`src/rtl/pkt_classifier.sv`:
```
module pkt_classifier #(
  parameter int SLOW_SLOTS = 2
) (
  input  logic        clk,
  input  logic        rst_n,
  input  logic [47:0] local_mac,
  input  logic [31:0] local_ip,
  input  logic [15:0] fast_port,
  input  logic        in_valid,
  input  logic [7:0]  in_data,
  input  logic        in_first,
  input  logic        in_last,
  output logic        in_ready,
  output logic        fp_valid,
  output logic [7:0]  fp_data,
  output logic        fp_first,
  output logic        fp_last,
  output logic        fp_vita,
  output logic [1:0]  fp_app,
  input  logic        fp_ready,
  output logic        sp_valid,
  output logic [7:0]  sp_data,
  output logic        sp_first,
  output logic        sp_last,
  input  logic        sp_ready,
  input  logic        slow_ack
);
  localparam int HDR_LEN = 42;
  localparam int CW = $clog2(HDR_LEN + 3);
  localparam int SW = $clog2(SLOW_SLOTS + 1);

  typedef enum logic [2:0] {S_HDR, S_DECIDE, S_REPLAY, S_PASS, S_DROP} st_t;
  st_t st;

  logic [7:0]    hdr [HDR_LEN];
  logic [CW-1:0] cnt, ridx, rlen;
  logic          ended, to_fast;
  logic [SW-1:0] slow_used;
  logic          out_valid, out_first, out_last, out_ready;
  logic [7:0]    out_data;

  wire [CW-1:0] widx   = in_first ? '0 : cnt;
  wire [CW-1:0] hidx   = ridx - CW'(2);
  wire [47:0]   dmac   = {hdr[0], hdr[1], hdr[2], hdr[3], hdr[4], hdr[5]};
  wire [15:0]   etype  = {hdr[12], hdr[13]};
  wire [31:0]   dip    = {hdr[30], hdr[31], hdr[32], hdr[33]};
  wire [15:0]   dport  = {hdr[36], hdr[37]};
  wire [15:0]   port_off = dport - fast_port;
  wire          mac_ok = (dmac == local_mac) || (dmac == '1);
  wire          is_fast = (etype == 16'h0800) && (hdr[23] == 8'd17) &&
                          (dip == local_ip) && (port_off <= 16'd4);
  wire          slow_full = (slow_used == SW'(SLOW_SLOTS));
  wire          slow_inc = (st == S_DECIDE) && mac_ok && !is_fast && !slow_full;
  wire          slow_dec = slow_ack && (slow_used != '0);
  wire [7:0]    rbyte  = (ridx == '0) ? etype[15:8] :
                         (ridx == CW'(1)) ? etype[7:0] : hdr[hidx];

  always_comb begin
    out_valid = 1'b0;
    out_data  = rbyte;
    out_first = 1'b0;
    out_last  = 1'b0;
    in_ready  = 1'b0;
    case (st)
      S_HDR:    in_ready = 1'b1;
      S_REPLAY: begin
        out_valid = 1'b1;
        out_first = (ridx == '0);
        out_last  = ended && (ridx == rlen - CW'(1));
      end
      S_PASS: begin
        out_valid = in_valid;
        out_data  = in_data;
        out_last  = in_last;
        in_ready  = out_ready;
      end
      S_DROP:   in_ready = 1'b1;
      default:  ;
    endcase
  end

  assign out_ready = to_fast ? fp_ready : sp_ready;
  assign fp_valid  = out_valid && to_fast;
  assign sp_valid  = out_valid && !to_fast;
  assign fp_data   = out_data;
  assign sp_data   = out_data;
  assign fp_first  = out_first;
  assign sp_first  = out_first;
  assign fp_last   = out_last;
  assign sp_last   = out_last;

  always_ff @(posedge clk)
    if (st == S_HDR && in_valid) hdr[widx] <= in_data;

  always_ff @(posedge clk) begin
    if (!rst_n) begin
      st        <= S_HDR;
      cnt       <= '0;
      ridx      <= '0;
      rlen      <= '0;
      ended     <= 1'b0;
      to_fast   <= 1'b0;
      fp_vita   <= 1'b0;
      fp_app    <= '0;
      slow_used <= '0;
    end else begin
      if (slow_inc && !slow_dec) slow_used <= slow_used + SW'(1);
      else if (slow_dec && !slow_inc) slow_used <= slow_used - SW'(1);
      case (st)
        S_HDR: if (in_valid) begin
          if (widx == CW'(HDR_LEN - 1)) begin
            cnt   <= '0;
            ended <= in_last;
            st    <= S_DECIDE;
          end else if (in_last) cnt <= '0;
          else cnt <= widx + CW'(1);
        end
        S_DECIDE: begin
          ridx <= '0;
          if (!mac_ok || (!is_fast && slow_full)) st <= ended ? S_HDR : S_DROP;
          else begin
            to_fast <= is_fast;
            rlen    <= is_fast ? CW'(2) : CW'(HDR_LEN + 2);
            fp_vita <= (port_off == 16'd0);
            fp_app  <= port_off[1:0] - 2'd1;
            st      <= S_REPLAY;
          end
        end
        S_REPLAY: if (out_ready) begin
          if (ridx == rlen - CW'(1)) st <= ended ? S_HDR : S_PASS;
          else ridx <= ridx + CW'(1);
        end
        S_PASS: if (in_valid && out_ready && in_last) st <= S_HDR;
        S_DROP: if (in_valid && in_last) st <= S_HDR;
        default: st <= S_HDR;
      endcase
    end
  end
endmodule

```
`config.mk`:
```
export PLATFORM = sky130hd
export DESIGN_NAME = pkt_classifier
export DESIGN_NICKNAME = d
export VERILOG_FILES = /design/src/rtl/pkt_classifier.sv
export SDC_FILE = /design/constraint.sdc
export NUM_CORES = 1
export LEC_CHECK = 0
export BUFFER_PORTS_ARGS = -buffer_cell sky130_fd_sc_hd__buf_2
export CORE_MARGIN = 10
export CORE_UTILIZATION = 50
export CTS_BUF_LIST = sky130_fd_sc_hd__clkbuf_8 sky130_fd_sc_hd__clkbuf_16
export CTS_CLUSTER_DIAMETER = 30
export DETAILED_ROUTE_END_ITERATION = 10
export GPL_ROUTABILITY_DRIVEN = 0
export PLACE_DENSITY = 0.75
export SLEW_MARGIN = 20
export SYNTH_ARGS = -nofsm -noshare
export SYNTH_HDL_FRONTEND = slang
export SYNTH_SLANG_ARGS = --single-unit
```
`constraint.sdc`:
```
create_clock -name clk -period 6.7 [get_ports clk]
set_input_delay 0 -clock clk [delete_from_list [all_inputs] [get_ports clk]]
set_output_delay 0 -clock clk [all_outputs]
set_load 0.1 [all_outputs]
```
### Word level (Yosys, flattened, before mapping)

Memory sizes are Yosys's and may differ from the RTL's.
Index checks and enable logic that the tools add are counted.

| operators by class | value |
|---|---|
| add/sub/neg operators | 8 |
| $mul | 0 |
| divide/modulo/power cells | 0 |
| order comparisons | 1 |
| equal/unequal tests | 20 |
| shift operators | 0 |
| muxes and demuxes | 29 |
| bitwise logic cells | 1 |
| reduce and logical (&&, ||, !) cells | 37 |

Operator list:

| cell | number |
|---|---|
| == test 48 bit | 1 |
| == test 48 bit (second input constant) | 1 |
| two-way mux 6 bit | 6 |
| == test 32 bit | 1 |
| two-way mux 3 bit | 8 |
| two-way mux 8 bit | 3 |
| logical AND 1 bit | 17 |
| == test 16 x 12 -> 1 bit (second input constant) | 1 |
| less-or-equal comparator 16 x 3 -> 1 bit (second input constant) | 1 |
| zero test 16 bit | 1 |
| subtractor 16 bit | 1 |
| one-hot mux 3 bit (5 select lines) | 1 |
| adder 6 x 1 -> 6 bit (second input constant) | 2 |
| != test 2 bit (second input constant) | 6 |
| one-hot mux 6 bit (2 select lines) | 1 |
| == test 8 x 5 -> 1 bit (second input constant) | 1 |
| == test 3 x 2 -> 1 bit (second input constant) | 2 |
| == test 6 x 1 -> 1 bit (second input constant) | 1 |
| == test 6 bit | 1 |
| == test 6 bit (second input constant) | 1 |
| zero test 1 bit | 6 |
| zero test 6 bit | 1 |
| two-way mux 2 bit | 3 |
| one-hot mux 1 bit (2 select lines) | 3 |
| 17 further kinds | 26 |

| storage, ports and cells | value |
|---|---|
| bits in registers | 28 |
| bits in latches | 0 |
| bits in writable memories | 336 |
| bits in read-only memories | 0 |
| bits of input ports | 112 |
| output and inout bits | 26 |
| memories | 1 |

Memories:

| memory | depth | width | rd ports | clocked after Yosys merged registers in | wr ports | line | source |
|---|---|---|---|---|---|---|---|
| hdr | 42 | 8 | 16 | 0 | 1 | 35 | `logic [7:0] hdr [HDR_LEN];` |

### Longest topological paths before layout

Gate-level depths: netlist (run 1).

| logic depth | value |
|---|---|
| depth after elaboration | 11 |
| mapped depth | 15 |
| gate-level depth less buffers | 15 |

### Worst setup path after synthesis (run 1)

OpenSTA, ideal clock, no wires.

| timing path | value |
|---|---|
| kind | register to output |
| start point | reg ridx[1] |
| end point | out sp_data[0] |
| arrival | 4.348 ns |
| data required time | 6.700 ns |
| setup slack | 2.352 ns |
| cell stages (with the launch flop) | 13 |
| buffers on the path | 6 |
| path through | dfxtp_1 -> buf_2 -> clkbuf_1 -> clkbuf_1 -> inv_1 -> ha_1 -> clkbuf_1 -> clkbuf_1 -> mux4_2 -> mux2_2 -> o211ai_1 -> nand2_1 -> buf_4 |

| between the ends | value |
|---|---|
| longest elaborated chain between the ends | 5 |
| elaborated cells between the ends (all ways) | 7 |
| classes of those cells | add/sub: 1; eq/ne: 1; mux: 3; reduce/logical: 1; memory: 1 |

Ends and longest elaborated chain:

| element | line | source |
|---|---|---|
| start, declared | 36 | `logic [CW-1:0] cnt, ridx, rlen;` |
| start signal, assigned | 131 | `else ridx <= ridx + CW'(1);` |
| subtractor 6 x 2 -> 6 bit | 43 | `wire [CW-1:0] hidx = ridx - CW'(2);` |
| memory read (42 x 8 bit) | - |  |
| two-way mux 8 bit | 56 | `(ridx == CW'(1)) ? etype[7:0] : hdr[hidx];` |
| two-way mux 8 bit (*) | 55 | `wire [7:0] rbyte = (ridx == '0) ? etype[15:8] :` |
| two-way mux 8 bit (*) | 64 | `case (st)` |
| end, declared | 22 | `output logic [7:0] sp_data,` |

Every way passes the cells marked *; elsewhere a longest branch is shown, timed or not.

### Worst setup path after layout (run 1)

| timing path | value |
|---|---|
| start point | reg ridx[1] |
| end point | out sp_data[3] |

The elaborated chain is that of the path after synthesis.

==> results of run 1 <==
-- power groups by stage --
| stage | Sequential (W) | Clock [W] | Combinational, W |
|---|---|---|---|
| after floorplan | 0.00377 | 0 | 0.000680 |
| after global placement | 0.00381 | 0 | 0.000902 |
| after detailed placement | 0.00381 | 0 | 0.000915 |
| after CTS | 0.00375 | 0.00491 | 0.000928 |
| after global routing | 0.00375 | 0.00507 | 0.000981 |
| final | 0.00375 | 0.00487 | 0.000930 |
-- kinds of logic (layout without fill, tap and decap cells) --
| kind of cell | Yosys count | in the layout | share of synthesized area (%) |
|---|---|---|---|
| adders and majority gates | 27 | 27 | 1.46 |
| muxes | 181 | 181 | 16.2 |
| AOI/OAI and AO/OA | 103 | 103 | 3.33 |
| xor gates and xnor gates | 96 | 96 | 3.56 |
| DFF | 535 | 535 | 67.1 |
| buffers and inverters | 100 | 375 | 1.83 |
| and+or+nand+nor | 304 | 304 | 6.47 |
-- sequential cells by signal, summed over array words and instances, names as in the netlist --
register	flops
st	3
hdr	512
ridx	6
fp_vita	1
rlen	2
ended	1
slow_used	2
fp_app	2
cnt	6
-- through the flow --
| stage | hold WS [ns] | setup WS, ns |
|---|---|---|
| 6_report | 0.0304 | 2.54 |
| 5_1_grt | 0.0697 | 2.35 |
| 4_1_cts | 0.00554 | 2.47 |
| 3_5_place_dp | 0.343 | 2.82 |
| 3_3_place_gp | 0.323 | 2.87 |
| 2_1_floorplan | 0.0989 | 2.35 |
-- worst max-delay path: stages, from the launching register on --
cell      delay [ns]
dfxtp_4         0.46
buf_4           0.79
mux4_2          0.68
mux4_2          0.51
mux2_2          0.28
o211ai_1        0.26
nand2_1         0.18
buf_2           0.33
-- metal layers --
metal	vias to the layer above	GRT usage [%]	wire [um]
li1	5849	-	-
met1	7169	27.5	22800
met2	865	36.3	31400
met3	171	5.29	6030
met4	6	11.0	2980
met5	-	0	36
-- worst paths after layout --
kind / depth (start not counted) / end / slack [ns]
worst max-delay path: 7 / sp_data[3] / 2.54
worst min-delay path: 5 / fp_vita / 0.03
worst max register to register: 9 / slow_used[1] / 2.74
worst min register to register: 2 / fp_app[0] / 0.46
-- cell usage after synthesis, types with 5 or more instances --
| library cell | instances |
|---|---|
| inv_1 | 31 |
| a21oi_1 | 20 |
| ha_1 | 26 |
| o21ai_0 | 16 |
| dfxtp_1 | 23 |
| clkbuf_1 | 40 |
| o211ai_1 | 11 |
| buf_2 | 12 |
| nand4_1 | 34 |
| nor2_1 | 107 |
| buf_4 | 11 |
| nor4_1 | 22 |
| a222oi_1 | 8 |
| nor2b_1 | 15 |
| mux4_2 | 160 |
| nand2_1 | 54 |
| nand2b_1 | 10 |
| mux2_2 | 10 |
| nand3_1 | 20 |
| and2_1 | 5 |
| mux2i_1 | 11 |
| xor2_1 | 59 |
| nor3_1 | 14 |
| buf_1 | 6 |
| edfxtp_1 | 512 |
| xnor2_1 | 37 |
-- area by class of cell --
type                            count  area [um2]  share of cell area, %
Inverter                           31         116                  0.411
Clock buffer                       97        2430                   8.57
Tap cell                          607         759                   2.68
Multi-Input combinational cell    711        7380                   26.1
Clock inverter                     82         861                   3.04
Timing Repair Buffer              165         933                   3.30
Sequential cell                   535       15800                   55.9
-- timing repair --
action / CTS / global route
hold buffers: 10 / 0
hold endpoints to repair: 23 / 0
endpoints found under the setup margin: 0 / 0
==> impl_metrics.toml, run 1 <==
[outcome]
outcome = "finished, final reports clean"

[cells_and_area]
syn2layout_area_growth_pct = 20.0
final_util_pct = 60.8
antenna_cells = 0
n_fill_cell = 3218
layout.nets = 1679
drive_gt1_share_pct = 31.1
layout_common_cells = "512 x edfxtp_1, 160 x mux4_2, 137 x buf_2"
stdcell_count = 2228
post-route-cell-area_mm2 = 0.0283
layout_commonest_cell = "edfxtp_1"

[drt]
drtIter0Drc = 1758
viasPerCell = 6.31
antenna_left = 0
drc = 0
dr.pass1.iters = 8
vias = 14060
wl_per_cell_um = 28.4
wl_um = 63200

[clocking]
clk_pin_slew_worst_paths_ns = 0.05
cts_tree = "done"
cts_resized = 0
numCtsBuffers = 96
cts_max_level = 3
clockRootBuffer = "clkbuf_16"
clkLatencyLatePin_ns = 0.64
post-cts-setup-buffers = 0
clock_path_buffers = 3
cts.sinks = 535

[critical_path]
reg2reg_from = "hdr[23][7]"
start_kind = "register"
cp.arrival_ns = 4.16
worst_setup_path_end_kind = "output pin"
cp.required_ns = 6.70
worstPathMaxFanout = 63
startpoint = "ridx[1]"
crit_type = "reg -> out"

[sta]
relSlewSlack_pct = 30.9
setup-tns-final_ns = 0
min_period_ns = 4.16
fin_crit_sh_pct = 62.2
tightest_slew_ns = 1.04
finalClockSkew_ns = 0.0301
setup-violations-final = 0
max_freq_mhz = 240
slew_viol_final = 0
hold_viol = 0
rsz0062_at_grt = "false"

[synthesis]
async_reset_ff_share_pct = 0
synth_cells = 1346
syn_area_per_cell_um2 = 17.5
yosysTopAreaCellShare_pct = 65.2
synth_top_area_cell = "edfxtp_1"
ys_ff_latch = 535
synth-edff-count = 512
synth_cell_types = 68
ys.flop_type = "edfxtp_1"
netlist_top_cells_area = "edfxtp_1 65%, mux4_2 15%, xor2_1 2.2%"
yosysWarnings = 0
syn_area_mm2 = 0.0236
synth_fp_nets = 1485
ys_seq_area_share_pct = 67.1

[global_route]
grt_pass1_wl_um = 93600
grtUsageTotal_pct = 22.2
antenna_found_initial = 3
overflow = 0
grt_pass1_vias = 14454
grt_max_degree = 66

[power]
swShare_pct = 24.9
p_switching_w = 0.00238
power_density_mw_per_mm2 = 337
seqPwrFrac_pct = 39.3
p_clk_share_pct = 51.0
comb_power_share_pct = 9.7
power_w = 0.00955
internal_power_w = 0.00717
p_leak_nw = 9.41
ir_worst_vdd_mv = 0.288

[floorplanning]
initial_utilization_pct = 50.7
ios = 138
die_x_um = 237
dieArea_mm2 = 0.0563
die_h_um = 237
num_rows = 79
coreArea_mm2 = 0.0466

[worst_hold_path]
hp-class = "in -> reg"
min-delay-start = "fast_port[1]"

[place]
place_area_mm2 = 0.0249
numPortBuffers = 137
dp_hpwl_um = 40100
dpl.cell_count = 2039

[job]
maxCapViolCount = 0
(Power assumes the default switching activity.)
==> run 2: changes to the inputs <==
- clock period: 6.7 -> 4.06 ns (I/O delays scaled with it)
==> run 2 against run 1 <==
Via count shrank 1.1%. Critical path depth grew 3. Register-to-register slack got worse by 2.5 ns. Sequential share of layout area down 0.062 points. Largest cell class unchanged. Clock power up 59%.
==> impl_metrics.toml, run 2 (synthesized netlist as in run 1, its figures left out) <==
[drt]
drtIter0Drc = 1884
wl_per_cell_um = 28.2
drc = 0
dr.pass1.iters = 6
viasPerCell = 6.22
wl_um = 63000
vias = 13901
antenna_left = 0

[cells_and_area]
multi_input_area_mm2 = 0.00739
final_util_pct = 60.9
top_register = "hdr"
largest_reg_flops = 512
drive_gt1_share_pct = 31.6
reg_top3 = "hdr (512), cnt (6), ridx (6)"
n_fill_cell = 3207
regArea_mm2 = 0.0158
layout.nets = 1691
antenna_cells = 0
layout_common_cells = "512 x edfxtp_1, 160 x mux4_2, 137 x buf_2"
syn2layout_area_growth_pct = 20.2
layout_commonest_cell = "edfxtp_1"

[clocking]
cts_tree = "done"
clkLatencyLatePin_ns = 0.64
clock_path_buffers = 3
post-cts-setup-buffers = 0
cts_max_level = 3
clockRootBuffer = "clkbuf_16"
cts.sinks = 535
clk_pin_slew_worst_paths_ns = 0.05
numCtsBuffers = 94

[global_route]
grtUsageTotal_pct = 22.2
grt_pass1_vias = 14435
grt_pass1_wl_um = 93500
grt_max_degree = 66
overflow = 0
antenna_found_initial = 3

[critical_path]
slowest_stage = "dfxtp_4"
cp.required_ns = 4.06
slowest_delay_ns = 0.62
worst_setup_path_end_kind = "output pin"
path_cells = "inv_1 -> ha_2 -> nand2_1 -> xor2_4 -> buf_6 -> mux4_2 -> mux2_2 -> o211ai_1 -> nand2_2 -> buf_2"
crit_type = "reg -> out"
start_kind = "register"
cp.arrival_ns = 3.82
worstPathMaxFanout = 27

[power]
p_leak_nw = 9.42
power_density_mw_per_mm2 = 547
ir_worst_vdd_mv = 0.431

[outcome]
outcome = "finished, final reports clean"

[floorplanning]
die_x_um = 237
die_h_um = 237
num_rows = 79
ios = 138
dieArea_mm2 = 0.0563
coreArea_mm2 = 0.0466
initial_utilization_pct = 50.7

[sta]
max_freq_mhz = 262
rsz0062_at_grt = "false"
tightest_slew_ns = 1.09
setup-violations-final = 0
slew_viol_final = 0
hold_viol = 0
finalClockSkew_ns = 0.0334
min_period_ns = 3.82
setup-tns-final_ns = 0
fin_crit_sh_pct = 94.1
relSlewSlack_pct = 27.2

[place]
numPortBuffers = 137
dp_hpwl_um = 40900

[worst_hold_path]
hp-class = "in -> reg"

[job]
maxCapViolCount = 0
run 2: changes by cell type in the layout (fill, tap and decap cells not counted), moves of 3 or more:
cell	change
buf_12	+3
buf_4	+5
clkinv_2	+3
clkinv_4	-7
dlygate4sd3_1	+5
nand2_1	-8
nand2_2	+8
run 2: final cells by class:
| class | count | share of cell area, % |
|---|---|---|
| Clock buffer | 96 | 8.47 |
| Tap cell | 607 | 2.68 |
| Clock inverter | 77 | 2.64 |
| Timing Repair Buffer | 179 | 3.85 |
| Multi-Input combinational cell | 711 | 26.1 |
| Inverter | 31 | 0.410 |
| Sequential cell | 535 | 55.9 |
run 2: what timing repair did:
item | CTS | global route
gates resized for setup | 0 | 1
hold buffers | 15 | 0
endpoints found under the hold margin | 126 | 0
setup endpoints to repair | 0 | 8
run 2: critical path: cells and delay by family, from the launching register on:
family                   cells  cell delay, ns
flip-flops                   1            0.62
buffers and inverters        3            0.85
XOR/XNOR                     1            0.27
adder cells (fa/ha/maj)      1            0.24
multiplexers                 2            0.69
AO/OA/AOI/OAI                1            0.25
AND/OR/NAND/NOR              2            0.28
run 2: per-stage QoR:
stage	std cells	worst slack [ns]	hold slack [ns]	total power, W	cell area [um2]
2_1_floorplan	1346	0.00599	0.0989	0.00736	23600
4_1_cts	2236	0.102	0.0674	0.0156	28300
5_1_grt	2236	0.0345	0.100	0.0159	28400
6_report	2236	0.239	0.0873	0.0155	28400
3_5_place_dp	2048	0.295	0.334	0.00782	25000
3_3_place_gp	2048	0.309	0.317	0.00779	25000
run 2: report_power, final:
part	switching [W]	internal, W
Sequential	0.0000739	0.00610
Clock	0.00270	0.00506
Combinational	0.00104	0.000536
run 2: worst paths after layout:
check / from / end / slack [ns] / depth (start not counted)
worst min register to register: fp_app[0] / fp_app[0] / 0.46 / 2
worst max-delay path: ridx[1] / sp_data[2] / 0.24 / 10
worst max register to register: hdr[37][0] / slow_used[1] / 0.26 / 15
worst min-delay path: in_data[6] / hdr[52][6] / 0.09 / 1
run 2: routing by layer:
layer	share of wire [%]	global-route usage [%]	vias to the layer above	routed length, um
met5	0.046	0	-	29
met3	9.5	5.29	166	5960
met1	36	27.5	7006	23000
li1	-	-	5861	-
met2	49	36.3	862	31200
met4	4.6	11.1	6	2870
